$ cat src/rtl/bwc_pkg.sv
package bwc_pkg;
    localparam int LANES = 4;
    localparam int LANE_IDX_W = $clog2(LANES);
    localparam int CNT_W = LANE_IDX_W + 1;
    localparam logic [1:0] SIZE_RSV = 2'd3;
    localparam logic [1:0] WID_RSV = 2'd3;

    typedef enum logic [1:0] {
        SZ_BYTE = 2'd0,
        SZ_WORD = 2'd1,
        SZ_LONG = 2'd2,
        SZ_BAD  = 2'd3
    } acc_size_e;

    function automatic logic [CNT_W-1:0] bytes_of(input logic [1:0] code);
        return CNT_W'(1) << code;
    endfunction
endpackage

$ cat src/rtl/bwc_plan.sv
module bwc_plan
    import bwc_pkg::*;
(
    input  logic [1:0]            size_i,
    input  logic [1:0]            width_i,
    input  logic [LANE_IDX_W-1:0] addr_lo_i,
    output logic                  bad_o,
    output logic [CNT_W-1:0]      step_o,
    output logic [CNT_W-1:0]      last_o
);
    logic [CNT_W-1:0] acc_bytes;
    logic [CNT_W-1:0] dev_bytes;
    logic [LANE_IDX_W-1:0] acc_mask;

    always_comb begin
        acc_bytes = bytes_of(size_i);
        dev_bytes = bytes_of(width_i);
        acc_mask  = LANE_IDX_W'(acc_bytes - CNT_W'(1));
        bad_o     = (size_i == SIZE_RSV) || (width_i == WID_RSV) ||
                    ((addr_lo_i & acc_mask) != '0);
        step_o    = (acc_bytes < dev_bytes) ? acc_bytes : dev_bytes;
        last_o    = (acc_bytes > dev_bytes) ? ((acc_bytes >> width_i) - CNT_W'(1)) : '0;
    end
endmodule

$ cat src/rtl/bwc_lane_map.sv
module bwc_lane_map
    import bwc_pkg::*;
(
    input  logic                  big_i,
    input  logic [1:0]            width_i,
    input  logic [1:0]            size_i,
    input  logic [LANE_IDX_W-1:0] cur_lo_i,
    input  logic [LANE_IDX_W-1:0] off_i,
    input  logic [CNT_W-1:0]      step_i,
    input  logic [8*LANES-1:0]    wdata_i,
    input  logic [8*LANES-1:0]    bus_rdata_i,
    input  logic [8*LANES-1:0]    acc_i,
    output logic [LANES-1:0]      lane_en_o,
    output logic [8*LANES-1:0]    wlanes_o,
    output logic [8*LANES-1:0]    gather_o
);
    logic [LANE_IDX_W-1:0] dev_mask;
    logic [LANE_IDX_W-1:0] acc_mask;

    always_comb begin
        dev_mask  = LANE_IDX_W'(bytes_of(width_i) - CNT_W'(1));
        acc_mask  = LANE_IDX_W'(bytes_of(size_i) - CNT_W'(1));
        lane_en_o = '0;
        wlanes_o  = '0;
        gather_o  = acc_i;
        for (int k = 0; k < LANES; k++) begin
            logic [LANE_IDX_W-1:0] adr;
            logic [LANE_IDX_W-1:0] amod;
            logic [LANE_IDX_W-1:0] lane;
            logic [LANE_IDX_W-1:0] pos;
            logic [LANE_IDX_W-1:0] sig;
            adr  = cur_lo_i + LANE_IDX_W'(k);
            amod = adr & dev_mask;
            lane = big_i ? (dev_mask - amod) : amod;
            pos  = off_i + LANE_IDX_W'(k);
            sig  = big_i ? (acc_mask - pos) : pos;
            if (CNT_W'(k) < step_i) begin
                lane_en_o[lane]      = 1'b1;
                wlanes_o[lane*8 +: 8] = wdata_i[sig*8 +: 8];
                gather_o[sig*8 +: 8]  = bus_rdata_i[lane*8 +: 8];
            end
        end
    end
endmodule

$ cat src/rtl/bus_lane_conv.sv
module bus_lane_conv
    import bwc_pkg::*;
#(
    parameter int ADDR_W = 32
) (
    input  logic              clk_i,
    input  logic              rst_ni,
    input  logic              req_valid_i,
    input  logic              req_write_i,
    input  logic [1:0]        req_size_i,
    input  logic [ADDR_W-1:0] req_addr_i,
    input  logic [31:0]       req_wdata_i,
    input  logic              big_end_i,
    input  logic [1:0]        dev_width_i,
    output logic              req_ready_o,
    output logic              done_o,
    output logic              err_o,
    output logic [31:0]       rdata_o,
    output logic              bus_valid_o,
    output logic              bus_write_o,
    output logic [ADDR_W-1:0] bus_addr_o,
    output logic [3:0]        bus_lane_en_o,
    output logic [31:0]       bus_wdata_o,
    input  logic [31:0]       bus_rdata_i
);
    localparam int DW = 8 * LANES;

    typedef struct packed {
        logic                  busy;
        logic                  done;
        logic                  err;
        logic                  write;
        logic                  big;
        logic [1:0]            size;
        logic [1:0]            width;
        logic [CNT_W-1:0]      beat;
        logic [CNT_W-1:0]      last;
        logic [CNT_W-1:0]      step;
        logic [LANE_IDX_W-1:0] base_lo;
        logic [ADDR_W-1:0]     cur;
        logic [DW-1:0]         wdata;
        logic [DW-1:0]         rdata;
    } conv_state_t;

    conv_state_t st_d, st_q;

    logic                  plan_bad;
    logic [CNT_W-1:0]      plan_step;
    logic [CNT_W-1:0]      plan_last;
    logic [LANES-1:0]      map_en;
    logic [DW-1:0]         map_wdata;
    logic [DW-1:0]         map_gather;
    logic [LANE_IDX_W-1:0] cur_off;
    logic [1:0]            act_width;

    assign cur_off   = st_q.cur[LANE_IDX_W-1:0] - st_q.base_lo;
    assign act_width = st_q.width;

    bwc_plan plan_i (
        .size_i    (req_size_i),
        .width_i   (dev_width_i),
        .addr_lo_i (req_addr_i[LANE_IDX_W-1:0]),
        .bad_o     (plan_bad),
        .step_o    (plan_step),
        .last_o    (plan_last)
    );

    bwc_lane_map map_i (
        .big_i       (st_q.big),
        .width_i     (st_q.width),
        .size_i      (st_q.size),
        .cur_lo_i    (st_q.cur[LANE_IDX_W-1:0]),
        .off_i       (cur_off),
        .step_i      (st_q.step),
        .wdata_i     (st_q.wdata),
        .bus_rdata_i (bus_rdata_i),
        .acc_i       (st_q.rdata),
        .lane_en_o   (map_en),
        .wlanes_o    (map_wdata),
        .gather_o    (map_gather)
    );

    always_comb begin
        st_d      = st_q;
        st_d.done = 1'b0;
        st_d.err  = 1'b0;
        if (!st_q.busy) begin
            if (req_valid_i) begin
                if (plan_bad) begin
                    st_d.err = 1'b1;
                end else begin
                    st_d.busy    = 1'b1;
                    st_d.write   = req_write_i;
                    st_d.big     = big_end_i;
                    st_d.size    = req_size_i;
                    st_d.width   = dev_width_i;
                    st_d.beat    = '0;
                    st_d.last    = plan_last;
                    st_d.step    = plan_step;
                    st_d.base_lo = req_addr_i[LANE_IDX_W-1:0];
                    st_d.cur     = req_addr_i;
                    st_d.wdata   = req_wdata_i;
                    st_d.rdata   = '0;
                end
            end
        end else begin
            if (!st_q.write) begin
                st_d.rdata = map_gather;
            end
            if (st_q.beat == st_q.last) begin
                st_d.busy = 1'b0;
                st_d.done = 1'b1;
            end else begin
                st_d.beat = st_q.beat + CNT_W'(1);
                st_d.cur  = st_q.cur + ADDR_W'(st_q.step);
            end
        end
    end

    always_ff @(posedge clk_i or negedge rst_ni) begin
        if (!rst_ni) begin
            st_q <= '0;
        end else begin
            st_q <= st_d;
        end
    end

    assign req_ready_o   = !st_q.busy;
    assign done_o        = st_q.done;
    assign err_o         = st_q.err;
    assign rdata_o       = st_q.rdata;
    assign bus_valid_o   = st_q.busy;
    assign bus_write_o   = st_q.busy && st_q.write;
    assign bus_addr_o    = st_q.cur;
    assign bus_lane_en_o = st_q.busy ? map_en : '0;
    assign bus_wdata_o   = (st_q.busy && st_q.write) ? map_wdata : '0;
endmodule

$ cat config.mk
export PLATFORM = sky130hd
export DESIGN_NAME = bus_lane_conv
export DESIGN_NICKNAME = d
export VERILOG_FILES = /design/src/rtl/bwc_pkg.sv /design/src/rtl/bwc_plan.sv /design/src/rtl/bwc_lane_map.sv /design/src/rtl/bus_lane_conv.sv
export SDC_FILE = /design/constraint.sdc
export NUM_CORES = 1
export LEC_CHECK = 0
export BUFFER_PORTS_ARGS = -buffer_cell sky130_fd_sc_hd__buf_2
export CAP_MARGIN = 20
export CORE_MARGIN = 2
export CORE_UTILIZATION = 35
export DETAILED_ROUTE_END_ITERATION = 12
export SLEW_MARGIN = 20
export SYNTH_ARGS = -nofsm -noshare
export SYNTH_HDL_FRONTEND = slang
export SYNTH_HIERARCHICAL = 1
export SYNTH_SLANG_ARGS = --single-unit
export TNS_END_PERCENT = 1
$ cat constraint.sdc
create_clock -name clk_i -period 11.23 [get_ports clk_i]
set_input_delay 0.5615 -clock clk_i [delete_from_list [all_inputs] [get_ports clk_i]]
set_output_delay 0.5615 -clock clk_i [all_outputs]
set_load 0.05 [all_outputs]
==> run metrics, run 1 <==
headroom to the max-slew limit=about a quarter; CP startpoint kind=register; Synth Area in Adders=5.13%; starting density of the core=35.5%; Fin Setup TNS=0 ps; initial antenna violation count=5; Final Cycle Share=52.2%; slowest CP cell=nor2_1; HPWL after detailed placement=37.2 mm; Total GRT Usage=26.0%; GRT overflow=0; Worst-Skew Late Latency=440 ps; Routability Congestion=0.945; vias in the first global route=between 10000 and 15000; Post-synth EDFFs=0; WS Path Type=register to output port; Die Span X=194 µm; clk buf depth=2; commonest non-fill, non-tap cell in the layout=nand2_1; Slew Limit Fails=0; Worst-path clk slew=60 ps; RSZ-0062 raised after global routing=false; CP required=10670 ps; Detailed Route WL=~50 mm; Setup Skew=around 13 ps; Synth Cell Area=12600 µm²; first-pass GRT wire length=76.9 mm; H-tree Lvls=4; routed via count=13200; height of the die=194 µm; most used cell along the critical path=a22oi_1; Avg WL per Cell=23.0 µm; CTS tree=done; proportion of synthesized chip area in sequential cells=between 20% and 30%; Crit. End Element=output port; final setup fails=0; total CTS buffers=17; xor/xnor share of the synthesized area=2.31%; layout overhead on the synthesized area=10.8%; slowest stage delay, CP=about 810 ps; synth warn=6; number of port buffers=209; fraction of registers with async set/reset=100%; pin count of the biggest net entering global routing=between 80 and 90; worst path cell trace=xnor2_4, nand2_2, inv_2, ha_1, or4bb_1, nor2_1, a22oi_1, a22oi_1, and3_1, buf_2; max cap viols=0; Critical Path Fanout Max=27; drt drc=0; layout cells sized above 1=20.1%; post-synthesis cell count=1607; Final ANT Viol Nets=0; Seq cells post-synth=116; Non-Filler Instances=2157; Netlist cell types=around 90; max frequency=171 MHz; Die Footprint=37500 µm²; mux cell area share after synthesis=around 7.6%; TritonRoute pass-1 iters=5; post-CTS setup repair buffer count=0; Worst Hold Margin=between 150 and 200 ps; post-synthesis net count=1763; 1st-iter DRT viols=1345; Root Buffer=clkbuf_16; Post-Synth Simple-Gate Area=between 20% and 30%; final hold violation count=0; Synth Area in Compound Gates=about 29%; hold_buf cts=0; Placeable Area=about 35000 µm²; worst slew pin tran=1090 ps; Cell Rows=69; largest family of logic cells by synthesized area=compound AO/OA/AOI/OAI gates; commonest non-fill, non-tap cells in the layout=nand2_1, buf_2, a21oi_1, dfrtp_1, a221oi_1; Final min period=5860 ps; PostCTS Resize Cnt=0; Worst EP arrival=roughly 5300 ps; average instance area after synthesis=7.84 µm²; I/O pins=210; placed cells=between 2000 and 2500; fin nets=roughly 1800; run status=completed; predominant post-synthesis flop cell=dfrtp_1; classification of the worst-slack hold path=input port to async pin; vias per cell=6.12; CTS sink cnt=between 100 and 150
synthesized netlist by cell type (5+ instances only):
library cell  count  area [µm²]
or2_1            14        87.6
buf_2            13        65.1
a21oi_1         145         726
a2111oi_2         8         120
o21ai_0          46         230
inv_1            26        97.6
dfrtp_1         116        2900
a221oi_1         78         683
and2_1           17         106
buf_1            21        78.8
nor2_1           70         263
clkbuf_1         55         206
mux2i_1          66         661
nor3_1           18        90.1
a221o_1          11         110
ha_1             50         626
nand2_1         291        1090
a22oi_1          66         495
a32oi_1          22         193
a2111oi_4         5         138
buf_4            69         518
xnor2_1          10        87.6
o21ai_1          22         110
a21oi_2           5        43.8
a2111oi_0        16         140
nand4_1           9        56.3
nor2b_1          14        87.6
a211oi_1         17         128
nand3_1          74         370
a31oi_1           8        50.1
nand2b_1         12        75.1
o22ai_1           6        37.5
mux2_2           26         293
and3b_1           9        78.8
o21a_1           27         203
xor2_1            8        70.1
and3_1           45         282
kinds of logic after synthesis:
kind of cell / after synthesis
AND/OR/NAND/NOR: 623
flip-flops: 116
AO/OA/AOI/OAI: 506
adder cells (fa/ha/maj): 51
buffers and inverters: 196
multiplexers: 92
XOR/XNOR: 23
state kept, by name, summed over array words and instances, names as in the netlist:
register	count
act_width	2
bus_valid_o	1
err_o	1
rdata_o	32
bus_addr_o	32
done_o	1
st_q	47
per-layer routing:
metal / global-route usage (%) / vias to the layer above / part of all wire [%]
li1: - / 6064 / -
met1: 36.5 / 6335 / 45
met4: 11.0 / 6 / 3.8
met5: 0 / - / 0.081
met3: 6.40 / 126 / 8.7
met2: 38.0 / 668 / 42
area by class of cell:
class | instances | area (µm²)
well taps | 461 | 577
multi-input cells | 1295 | 8630
clock inverters | 9 | 104
flip-flops and latches | 116 | 2900
clock buffers | 22 | 474
diodes | 2 | 5.00
repair buffers | 222 | 1160
fillers | 3719 | 21500
inverters | 30 | 113
critical path, delay by kind of cell (launching register included):
kind	cells	cell delay, ps
AND/OR/NAND/NOR	4	1880
XOR/XNOR	1	780
buffers and inverters	2	730
flip-flops	1	620
AO/OA/AOI/OAI	2	470
adder cells (fa/ha/maj)	1	370
path summary, 6_finish.rpt:
kind	to	slack, ps	depth (start not counted)	startpoint
worst max-delay path	bus_wdata_o[28]	5370	10	st_q[111]
worst min-delay path	rdata_o[26]	170	1	rst_ni
worst max register to register	rdata_o[19]	6120	16	bus_addr_o[0]
worst min register to register	st_q[96]	490	2	st_q[96]
max in group asynchronous	bus_valid_o	9650	2	rst_ni
min in group clk_i	st_q[39]	320	3	req_wdata_i[7]
through the flow:
| step | instance area [µm²] | util (%) | setup WS [ps] |
|---|---|---|---|
| CTS | 13900 | 39.3 | 5450 |
| global route | 14000 | 39.3 | 5080 |
| finish | 14000 | 39.3 | 5370 |
| global placement | 13400 | 37.6 | 6040 |
| floorplan | 12600 | - | 7050 |
| detailed placement | 13400 | 37.6 | 5920 |
Power of run 1 is left out: the tool's default activity adds up to more than one toggle a clock period on the data nets, which glitch-free logic cannot reach.
==> run 2: changes to the inputs <==
==> constraint.sdc (replaced) <==
create_clock -name clk_i -period 5.4 [get_ports clk_i]
set_input_delay 0.27 -clock clk_i [delete_from_list [all_inputs] [get_ports clk_i]]
set_output_delay 0.27 -clock clk_i [all_outputs]
set_load 0.05 [all_outputs]
==> run metrics, run 2 (synthesis results as in run 1) <==
Critical Path Fanout Max=27; Crit. End Element=output port; GRT overflow=0; layout cells sized above 1=21.6%; routed via count=between 10000 and 15000; Final Util=roughly 40%; PostCTS Resize Cnt=0; Worst EP arrival=4860 ps; final setup fails=0; max cap viols=0; classification of the worst-slack hold path=input port to register; Fill cells=around 3700; Placeable Area=35500 µm²; Avg WL per Cell=23.0 µm; Routability Congestion=0.979; Final Cycle Share=a little over nine tenths; Total GRT Usage=25.9%; Die Span X=194 µm; starting density of the core=between 30 and 40%; total CTS buffers=17; initial antenna violation count=5; max frequency=approximately 190 MHz; Design Area, Final=roughly 14000 µm²; commonest non-fill, non-tap cells in the layout=nand2_1, buf_2, a21oi_1, dfrtp_1, a221oi_1; number of port buffers=209; CTS tree=done; CTS sink cnt=116; RSZ-0062 raised after global routing=false; CP startpoint kind=register; drt drc=0; 1st-iter DRT viols=1481; fin nets=1870; vias in the first global route=12600; Final ANT Viol Nets=0; Worst Hold Margin=24.2 ps; Final min period=between 5000 and 6000 ps; Cell Rows=69; headroom to the max-slew limit=27.2%; pin count of the biggest net entering global routing=80; Worst-path clk slew=60 ps; met3 routed WL=4.90 mm; I/O pins=210; commonest non-fill, non-tap cell in the layout=nand2_1; Top Metal Used=met5; setup slack, reg-to-reg=730 ps; Worst-Skew Late Latency=440 ps; Root Buffer=clkbuf_16; final hold violation count=0; post-CTS setup repair buffer count=0; vias per cell=6.19; Fin Setup TNS=0 ps; DP Area=13600 µm²; Detailed Route WL=just over 50 mm; Setup Skew=10.8 ps; Top reg by flops=st_q; M1 WL=approximately 22 mm; TritonRoute pass-1 iters=5; max FFs per register=47; clk buf depth=2; DR WL met2=21.1 mm; layout overhead on the synthesized area=13.4%; WS Path Type=register to output port; HPWL after detailed placement=around 36 mm; Slew Limit Fails=0; height of the die=between 150 and 200 µm; H-tree Lvls=4; first-pass GRT wire length=76.4 mm; Die Footprint=37500 µm²; worst slew pin tran=1090 ps; CP required=5130 ps; run status=completed
-- run 2: cell type report --
class	instances	area [µm²]	area share, %
antenna	2	5.00	0.0350
inverter	30	113	0.788
clock inverter	13	218	1.52
clock buffer	19	453	3.17
multi-input combinational	1295	8620	60.4
sequential	116	2900	20.3
timing repair buffer	254	1390	9.74
tap	461	577	4.04
-- run 2: path summary, 6_finish.rpt --
check                                     start               to  cells after the start
worst max register to register    bus_addr_o[0]       rdata_o[7]                     15
min in group asynchronous                rst_ni      rdata_o[19]                      2
max in group asynchronous                rst_ni      bus_valid_o                      3
worst min-delay path            req_wdata_i[29]         st_q[61]                      3
worst max-delay path              bus_addr_o[0]  bus_wdata_o[17]                     12
worst min register to register         st_q[96]         st_q[96]                      2
-- run 2: per-stage QoR --
stage	std cells	worst slack, ps
final	2190	268
after global routing	2189	199
after CTS	2188	429
after detailed placement	2154	849
after global placement	2154	938
after floorplan	1607	1510
-- run 2: routing by layer --
metal / up-vias / track usage (%)
li1: 6130 / -
met1: 6513 / 37.2
met2: 750 / 37.2
met3: 150 / 6.11
met4: 6 / 10.5
met5: - / 0
-- run 2: critical path, cell delays in order, from the launching register on --
cell	delay (ps)
dfrtp_1	610
inv_1	120
ha_1	300
inv_1	130
xnor2_4	780
inv_2	60
buf_4	290
mux2i_1	250
mux2i_1	330
a2111oi_0	1010
a21oi_1	100
and3_1	240
buf_2	210
-- run 2: what timing repair did --
item,CTS,global route
hold endpoints to repair,17,0
endpoints found under the setup margin,0,0
hold buffers,2,0
Power of run 2 is left out for the same reason.
==> run 3: changes to the inputs <==
--- a/config.mk
+++ b/config.mk
@@ -7,6 +7,7 @@
 export LEC_CHECK = 0
 export BUFFER_PORTS_ARGS = -buffer_cell sky130_fd_sc_hd__buf_2
 export CAP_MARGIN = 20
+export CORE_ASPECT_RATIO = 0.6
 export CORE_MARGIN = 2
 export CORE_UTILIZATION = 35
 export DETAILED_ROUTE_END_ITERATION = 12
==> run metrics, run 3 (synthesis results as in run 1) <==
run status=completed; WS Path Type=register to output port; Setup Skew=10.2 ps; CTS tree=done; PostCTS Resize Cnt=0; RSZ-0062 raised after global routing=false; Final ANT Viol Nets=0; classification of the worst-slack hold path=input port to register; most used cell along the critical path=inv_1; worst path cell trace=inv_1, ha_1, inv_1, nor2b_1, a22oi_2, xnor2_4, mux2i_1, a2111oi_0, a21oi_1, and3_1, buf_2; drt drc=0; initial antenna violation count=2; GRT overflow=0; first-pass GRT wire length=73.4 mm; Detailed Route WL=48.1 mm; Fin Setup TNS=0 ps; TritonRoute pass-1 iters=7; post-CTS setup repair buffer count=0; Worst EP arrival=4460 ps; Placeable Area=35200 µm²; Top reg by flops=st_q; worst slew pin tran=1190 ps; Final Cycle Share=87.5%; final hold violation count=0; H-tree Lvls=4; layout cells sized above 1=21.2%; headroom to the max-slew limit=19.8%; slowest stage delay, CP=770 ps; Cell Rows=53; height of the die=151 µm; cell family with most CP delay=compound AO/OA/AOI/OAI gates; routed via count=about 13000; hold_buf cts=1; max cap viols=0; Final min period=between 4000 and 5000 ps; buffers and inverters on the worst path=3; HPWL after detailed placement=36.0 mm; vias in the first global route=12200; max frequency=212 MHz; CP required=approximately 5100 ps; Worst-Skew Late Latency=roughly 420 ps; Worst-path clk slew=about 60 ps; vias per cell=slightly above 6; Total GRT Usage=roughly 25%; pin count of the biggest net entering global routing=~80; CTS sink cnt=116; Die Span X=249 µm; Slew Limit Fails=0; Avg WL per Cell=22.0 µm; Die Footprint=37600 µm²; commonest non-fill, non-tap cell in the layout=nand2_1; clk buf depth=2; Root Buffer=clkbuf_16; fin nets=1858; total CTS buffers=17; Crit. End Element=output port; Routability Congestion=0.987; number of port buffers=209; commonest non-fill, non-tap cells in the layout=nand2_1, buf_2, a21oi_1, dfrtp_1, a221oi_1; slowest CP cell=mux2i_1; 1st-iter DRT viols=1642; Critical Path Fanout Max=20; starting density of the core=35.8%; layout overhead on the synthesized area=12.2%; CP startpoint kind=register; final setup fails=0; I/O pins=210; max FFs per register=47
## run 3: cell types whose count changed in the layout (fill, tap and decap cells not counted), moves of 2 or more
cell,delta
diode_2,+2
bufinv_16,-2
inv_6,-3
clkinv_2,+4
clkinv_4,-2
buf_4,-12
clkinvlp_4,+3
## run 3: layout make-up
cell class	instances	area, µm²
Antenna cell	4	10.0
Clock buffer	19	453
Clock inverter	13	156
Fill cell	3671	21100
Inverter	30	113
Multi-Input combinational cell	1295	8620
Sequential cell	116	2900
Tap cell	467	584
Timing Repair Buffer	242	1300
## run 3: final timing paths
check,slack (ps),to,cells past startpoint,start
hold reg to reg,490,st_q[96],2,st_q[96]
hold / removal,40,st_q[38],3,req_wdata_i[6]
setup / recovery,670,bus_wdata_o[16],11,bus_addr_o[0]
setup reg to reg,1150,rdata_o[28],14,bus_addr_o[0]
min in group asynchronous,450,bus_addr_o[15],2,rst_ni
max in group asynchronous,3520,rdata_o[12],3,rst_ni
## run 3: worst reg2reg max path, stage by stage (launching register included)
cell and delay, ps:
dfrtp_1 620, inv_1 120, ha_1 290, inv_1 130, nor2b_1 190, a22oi_2 150
xnor2_4 670, inv_1 200, ha_1 310, a2111oi_2 830, a21oi_1 150, or2_1 250
a21oi_1 130, nand2_1 60, nand2_1 60
## run 3: layer usage
metal	track usage (%)	vias to the layer above	wire, µm
met4	5.55	0	657
met1	37.7	6382	23100
met5	0	-	0
met3	7.03	56	5130
li1	-	6109	-
met2	34.5	733	19200
## run 3: per-stage QoR
step / cell area, µm² / worst slack [ps] / cells / utilization, % / hold WS, ps
6_report: 14100 / 672 / 2186 / 40.1 / 40.8
5_1_grt: 14100 / 389 / 2184 / 40.1 / 24.3
4_1_cts: 14100 / 751 / 2181 / 40.1 / 24.9
3_5_place_dp: 13500 / 1210 / 2148 / 38.3 / 382
3_3_place_gp: 13500 / 1360 / 2148 / 38.3 / 380
2_1_floorplan: 12600 / 1510 / 1607 / - / -25.6
Power of run 3 is left out for the same reason.
